File: src/rtl/mem_reset_seq.sv
module mem_reset_seq #(
  parameter int T_PD  = 8,
  parameter int T_PU  = 20,
  parameter int T_RP  = 4,
  parameter int T_RPH = 30,
  parameter int T_RH  = 6
) (
  input  logic clk,
  input  logic rst_n,
  input  logic supply_low,
  input  logic supply_ok,
  input  logic reset_n,
  output logic if_en,
  output logic drive_en,
  output logic ready
);
  localparam int WPD  = $clog2(T_PD + 1);
  localparam int WPU  = $clog2(T_PU + 1);
  localparam int WRP  = $clog2(T_RP + 1);
  localparam int WRPH = $clog2(T_RPH + 1);
  localparam int WRH  = $clog2(T_RH + 1);

  typedef enum logic [1:0] {ST_OFF = 2'd0, ST_PU = 2'd1, ST_STBY = 2'd2, ST_WARM = 2'd3} st_t;
  st_t state;

  logic [2:0] sync1, sync2;
  always_ff @(posedge clk or negedge rst_n)
    if (!rst_n) begin
      sync1 <= 3'b100;
      sync2 <= 3'b100;
    end else begin
      sync1 <= {reset_n, supply_ok, supply_low};
      sync2 <= sync1;
    end

  logic pin_s, ok_s, low_s;
  assign {pin_s, ok_s, low_s} = sync2;

  logic [WPD-1:0]  pd_cnt;
  logic [WPU-1:0]  pu_cnt;
  logic [WRP-1:0]  rp_cnt;
  logic [WRPH-1:0] rph_cnt;
  logic [WRH-1:0]  rh_cnt;
  logic            armed;

  wire qual    = (state != ST_PU) && low_s && (pd_cnt == WPD'(1));
  wire cold_go = (state == ST_OFF) && armed && ok_s && !low_s;
  wire warm_go = (state == ST_STBY) && !pin_s && (rp_cnt == WRP'(1));
  wire pu_done = (state == ST_PU) && (pu_cnt == WPU'(1));
  wire warm_ok = (rph_cnt == '0) && (rh_cnt == '0) && pin_s;

  always_ff @(posedge clk or negedge rst_n)
    if (!rst_n)                           pd_cnt <= WPD'(T_PD);
    else if (!low_s || state == ST_PU)    pd_cnt <= WPD'(T_PD);
    else if (pd_cnt != '0)                pd_cnt <= pd_cnt - 1'b1;

  always_ff @(posedge clk or negedge rst_n)
    if (!rst_n)                           rp_cnt <= WRP'(T_RP);
    else if (pin_s || state != ST_STBY)   rp_cnt <= WRP'(T_RP);
    else if (rp_cnt != '0)                rp_cnt <= rp_cnt - 1'b1;

  always_ff @(posedge clk or negedge rst_n)
    if (!rst_n)                           rh_cnt <= '0;
    else if (!pin_s)                      rh_cnt <= WRH'(T_RH);
    else if (rh_cnt != '0)                rh_cnt <= rh_cnt - 1'b1;

  always_ff @(posedge clk or negedge rst_n)
    if (!rst_n)                                    rph_cnt <= '0;
    else if (warm_go)                              rph_cnt <= WRPH'(T_RPH);
    else if (state == ST_WARM && rph_cnt != '0)    rph_cnt <= rph_cnt - 1'b1;

  always_ff @(posedge clk or negedge rst_n)
    if (!rst_n)                           pu_cnt <= '0;
    else if (cold_go)                     pu_cnt <= WPU'(T_PU);
    else if (state == ST_PU && pu_cnt != '0) pu_cnt <= pu_cnt - 1'b1;

  always_ff @(posedge clk or negedge rst_n)
    if (!rst_n)                 armed <= 1'b0;
    else if (state == ST_PU)    armed <= 1'b0;
    else if (qual)              armed <= 1'b1;
    else if (cold_go)           armed <= 1'b0;

  always_ff @(posedge clk or negedge rst_n)
    if (!rst_n) state <= ST_OFF;
    else if (state == ST_PU) begin
      if (pu_done) state <= ST_STBY;
    end else if (qual) state <= ST_OFF;
    else begin
      case (state)
        ST_OFF:  if (cold_go) state <= ST_PU;
        ST_STBY: if (warm_go) state <= ST_WARM;
        ST_WARM: if (warm_ok) state <= ST_STBY;
        default: state <= ST_OFF;
      endcase
    end

  assign ready    = (state == ST_STBY);
  assign if_en    = ready;
  assign drive_en = ready;
endmodule


File: config.mk
export PLATFORM = sky130hd
export DESIGN_NAME = mem_reset_seq
export DESIGN_NICKNAME = d
export VERILOG_FILES = /design/src/rtl/mem_reset_seq.sv
export SDC_FILE = /design/constraint.sdc
export NUM_CORES = 1
export LEC_CHECK = 0
export BUFFER_PORTS_ARGS = -buffer_cell sky130_fd_sc_hd__clkbuf_2
export CORE_ASPECT_RATIO = 2
export CORE_MARGIN = 3
export CORE_UTILIZATION = 59
export DETAILED_ROUTE_END_ITERATION = 7
export PLACE_DENSITY = 0.76
export SYNTH_ARGS = -nofsm -noshare
export SYNTH_HDL_FRONTEND = slang
export SYNTH_SLANG_ARGS = --single-unit
export TNS_END_PERCENT = 1
File: constraint.sdc
create_clock -name clk -period 1.7 [get_ports clk]
set_input_delay 0.34 -clock clk [delete_from_list [all_inputs] [get_ports clk]]
set_output_delay 0.34 -clock clk [all_outputs]
set_load 0.02 [all_outputs]
==> results.md <==
* Post-CTS Resized at 2
* GRT Total Usage at 19.68%
* RSZ-0062 raised after global routing: false
* Met3 Use GR at 5.669%
* Syn_nets at 155
* Avg Inst Size Synth at 11.24 um^2
* Avg WL per Cell at 15.17 um
* Vias per cell at between 5 and 6
* Setup ws final at 0.1418 ns
* Clk slew on worst S/H paths at roughly 0.06 ns
* Worst EP arrival at 1.22 ns
* CP endpoint kind: primary output
* Period utilization at roughly 92%
* Clock sinks at 29
* Status: finished, final reports clean
* Max-slew violations at 0
* Worst-Margin Slew at 0.7019 ns
* Netlist Area Pre-Place at between 0.0015 and 0.002 mm^2
* CTS buffer count at 5
* Number of global-route vias before repair at 1,106
* Share of layout cells above drive strength 1 at 20.00%
* Row count at 25
* Met1 GRT Util at 19.61%
* Sequential area share after synthesis at between 40% and 50%
* Final TNS setup at 0 ns
* 1st-iter DRT viols at 23
* Pre-CTS setup slack at about 0.25 ns
* Fmax at 0.6418 GHz
* I/O Pins at 8
* Worst Path Buf+Inv at 1
* Die W at 42.39 um
* Root Driver: clkbuf_8
* EDFF count, synth at 0
* Max FO, Critical Path at 12
* Post-synthesis instance total at 139
* Critical Path RT at approximately 1.4 ns
* Hold WC Path Type: primary input to async pin
* Setup Viol. Count Final at 0
* Global-route wire length before repair at 4857 um
* Max Cap Viol at 0
* Diodes inserted at 0
* Nets at 165
* FFs w/ async S/R, synth at 100.0%
* Crit path launch type: flop
* GR peak layer: met2
* Die Ht at 78.78 um
* Antenna Violating Nets Remaining at 0
* Stages on the worst setup path at 2
* Overflow after GRT at 0
* Pin count of the biggest net entering global routing at 30
* Final Hold Fails at 0
* Hpwl dp at roughly 2000 um
* Drt drc at 0
* Tot Pwr at 2.840 mW
* Hold bufs inserted after CTS at 0
* GR Layer Usage met2 at a little over a third
* Peak supply drop at between 0.001 and 0.0015 V
* Clock latency on the worst-skew pair at 0.28 ns
* FILL cells at between 150 and 200
* Main area contributors after synthesis: dfrtp_1 (40%), ha_1 (8.8%), dfstp_2 (6.7%)
* Vias at 1,039
* Largest stage delay, worst path at 0.48 ns
* IO Port Bufs at 7
* Flop and latch count out of synthesis at 29
* Clock skew at 0.008916 ns
* Yosys top cell by area: dfrtp_1
* Crit Path Category: flop to primary output
* Largest delay contributor family on the critical path: flip-flops
* Distinct cells, synth at 43
* Drt pass-1 iters at 4
* Number of antenna violations at the first check in global routing at 0
* Post-CTS Setup Bufs at 0
* CTS tree: built
* CORE AREA at 0.002440 mm^2
* Die area at 0.003339 mm^2
* Crit-path cells: nor2b_2 > clkbuf_2
* Reg2Reg Depth at 5
* Top-area cell type share of the netlist area at between 40% and 50%
* CP max stage cell: dfrtp_2
* Layout area overhead at 8.086%
* Synth Warn # at 0
* Static Leak at between 0.7 and 0.8 nW
* Starting Density at between 60 and 70%
* Inst Count DP at 169
* Pwr/cell area at ~1700 mW/mm^2
* GPL Wtd Cong at 0.7847
* H-tree depth at 2
* Clk buf depth at 2
* Total Routed Length at 2685 um
* Non-filler cells, final at around 180
* Slew Limit Headroom at 53.21%
* Ys flop type: dfrtp_1
* Final min period at 1.558 ns
path summary, 6_finish.rpt:
kind,from,endpoint,slack (ns)
setup / recovery,state[1]$_DFFE_PN0P_,if_en,0.14
hold / removal,rst_n,pd_cnt[2]$_DFFE_PN0P_,0.1
setup reg to reg,pu_cnt[0]$_DFFE_PN0P_,pu_cnt[0]$_DFFE_PN0P_,0.20
hold reg to reg,sync1[1]$_DFF_PN0_,sync2[1]$_DFF_PN0_,0.35
max in group asynchronous,rst_n,state[0]$_DFFE_PN0P_,1.11
min in group clk,reset_n,sync1[2]$_DFF_PN1_,0.14
synth_stat cells (2+ instances only):
cell type	instances
dfrtp_1	25
a211o_1	2
nor4b_4	2
o21ai_1	2
a21oi_1	4
nor3_2	2
xnor2_1	3
buf_4	2
buf_6	2
or3_1	4
o22ai_1	2
nand2_1	7
a211oi_1	2
inv_1	13
o21ai_0	5
nor3_1	2
and2_1	2
nand2b_1	4
nor2b_1	2
mux2i_1	6
ha_1	11
nor2_1	10
dfstp_2	4
nand3b_1	2
kinds of logic after synthesis:
group           synth area share [%]
simple gates                   22.82
flops                          46.76
compound gates                 10.57
buf+inv                        5.524
fa+ha+maj                      8.807
mux                            3.843
xor+xnor                       1.682
through the flow:
step / instance area [um^2] / util [%] / hold slack, ns
floorplan: 1563 / - / 0.04441
global route: 1689 / 69.23 / 0.1307
finish: 1689 / 69.23 / 0.09872
CTS: 1688 / 69.18 / 0.1177
global placement: 1594 / 65.33 / 0.3350
detailed placement: 1594 / 65.33 / 0.3385
state kept, by name (all words and copies together) (netlist names):
register,flops
rh_cnt,3
armed,1
sync2,3
state,2
rph_cnt,5
pd_cnt,4
sync1,3
rp_cnt,3
pu_cnt,5
power breakdown:
group | internal [mW] | total, mW | switching [mW]
clock | 0.329 | 0.576 | 0.247
combinational | 0.513 | 1.03 | 0.519
sequential | 0.921 | 1.23 | 0.310
worst register-to-register path, delay by kind of cell, from the launching register on:
kind,cells,cell delay (ns)
buf+inv,1,0.07
compound gates,1,0.20
mux,1,0.11
fa+ha+maj,1,0.19
simple gates,1,0.39
flops,1,0.42
area by class of cell:
cell class              instances  area (um^2)  area share (%)
flip-flops and latches         29        733.2           43.41
inverters                      13        48.80           2.889
multi-input cells              93        748.2           44.30
well taps                      27        33.78           2.000
repair buffers                  7        35.03           2.074
clock buffers                   8        90.09           5.333
routing by layer:
metal | share of wire [%] | vias up
met5 | 0 | -
met4 | 2.5 | 0
met3 | 2.8 | 6
met2 | 56 | 12
met1 | 39 | 519
li1 | - | 502
cells in the final DEF (no fill, tap or decap), drive strengths merged, types with 2 or more instances in the layout:
master   n
inv     13
and2     2
nand2b   5
or3b     2
dfstp    4
clkbuf  15
nor3     4
a21oi    4
a211oi   2
o22ai    2
o21ai    7
ha      11
a211o    2
nand2    8
xnor2    3
nand3b   2
dfrtp   25
mux2i    6
nor4b    3
or3      4
nor2b    2
nor2    10
Power figures use the tool's default switching activity.
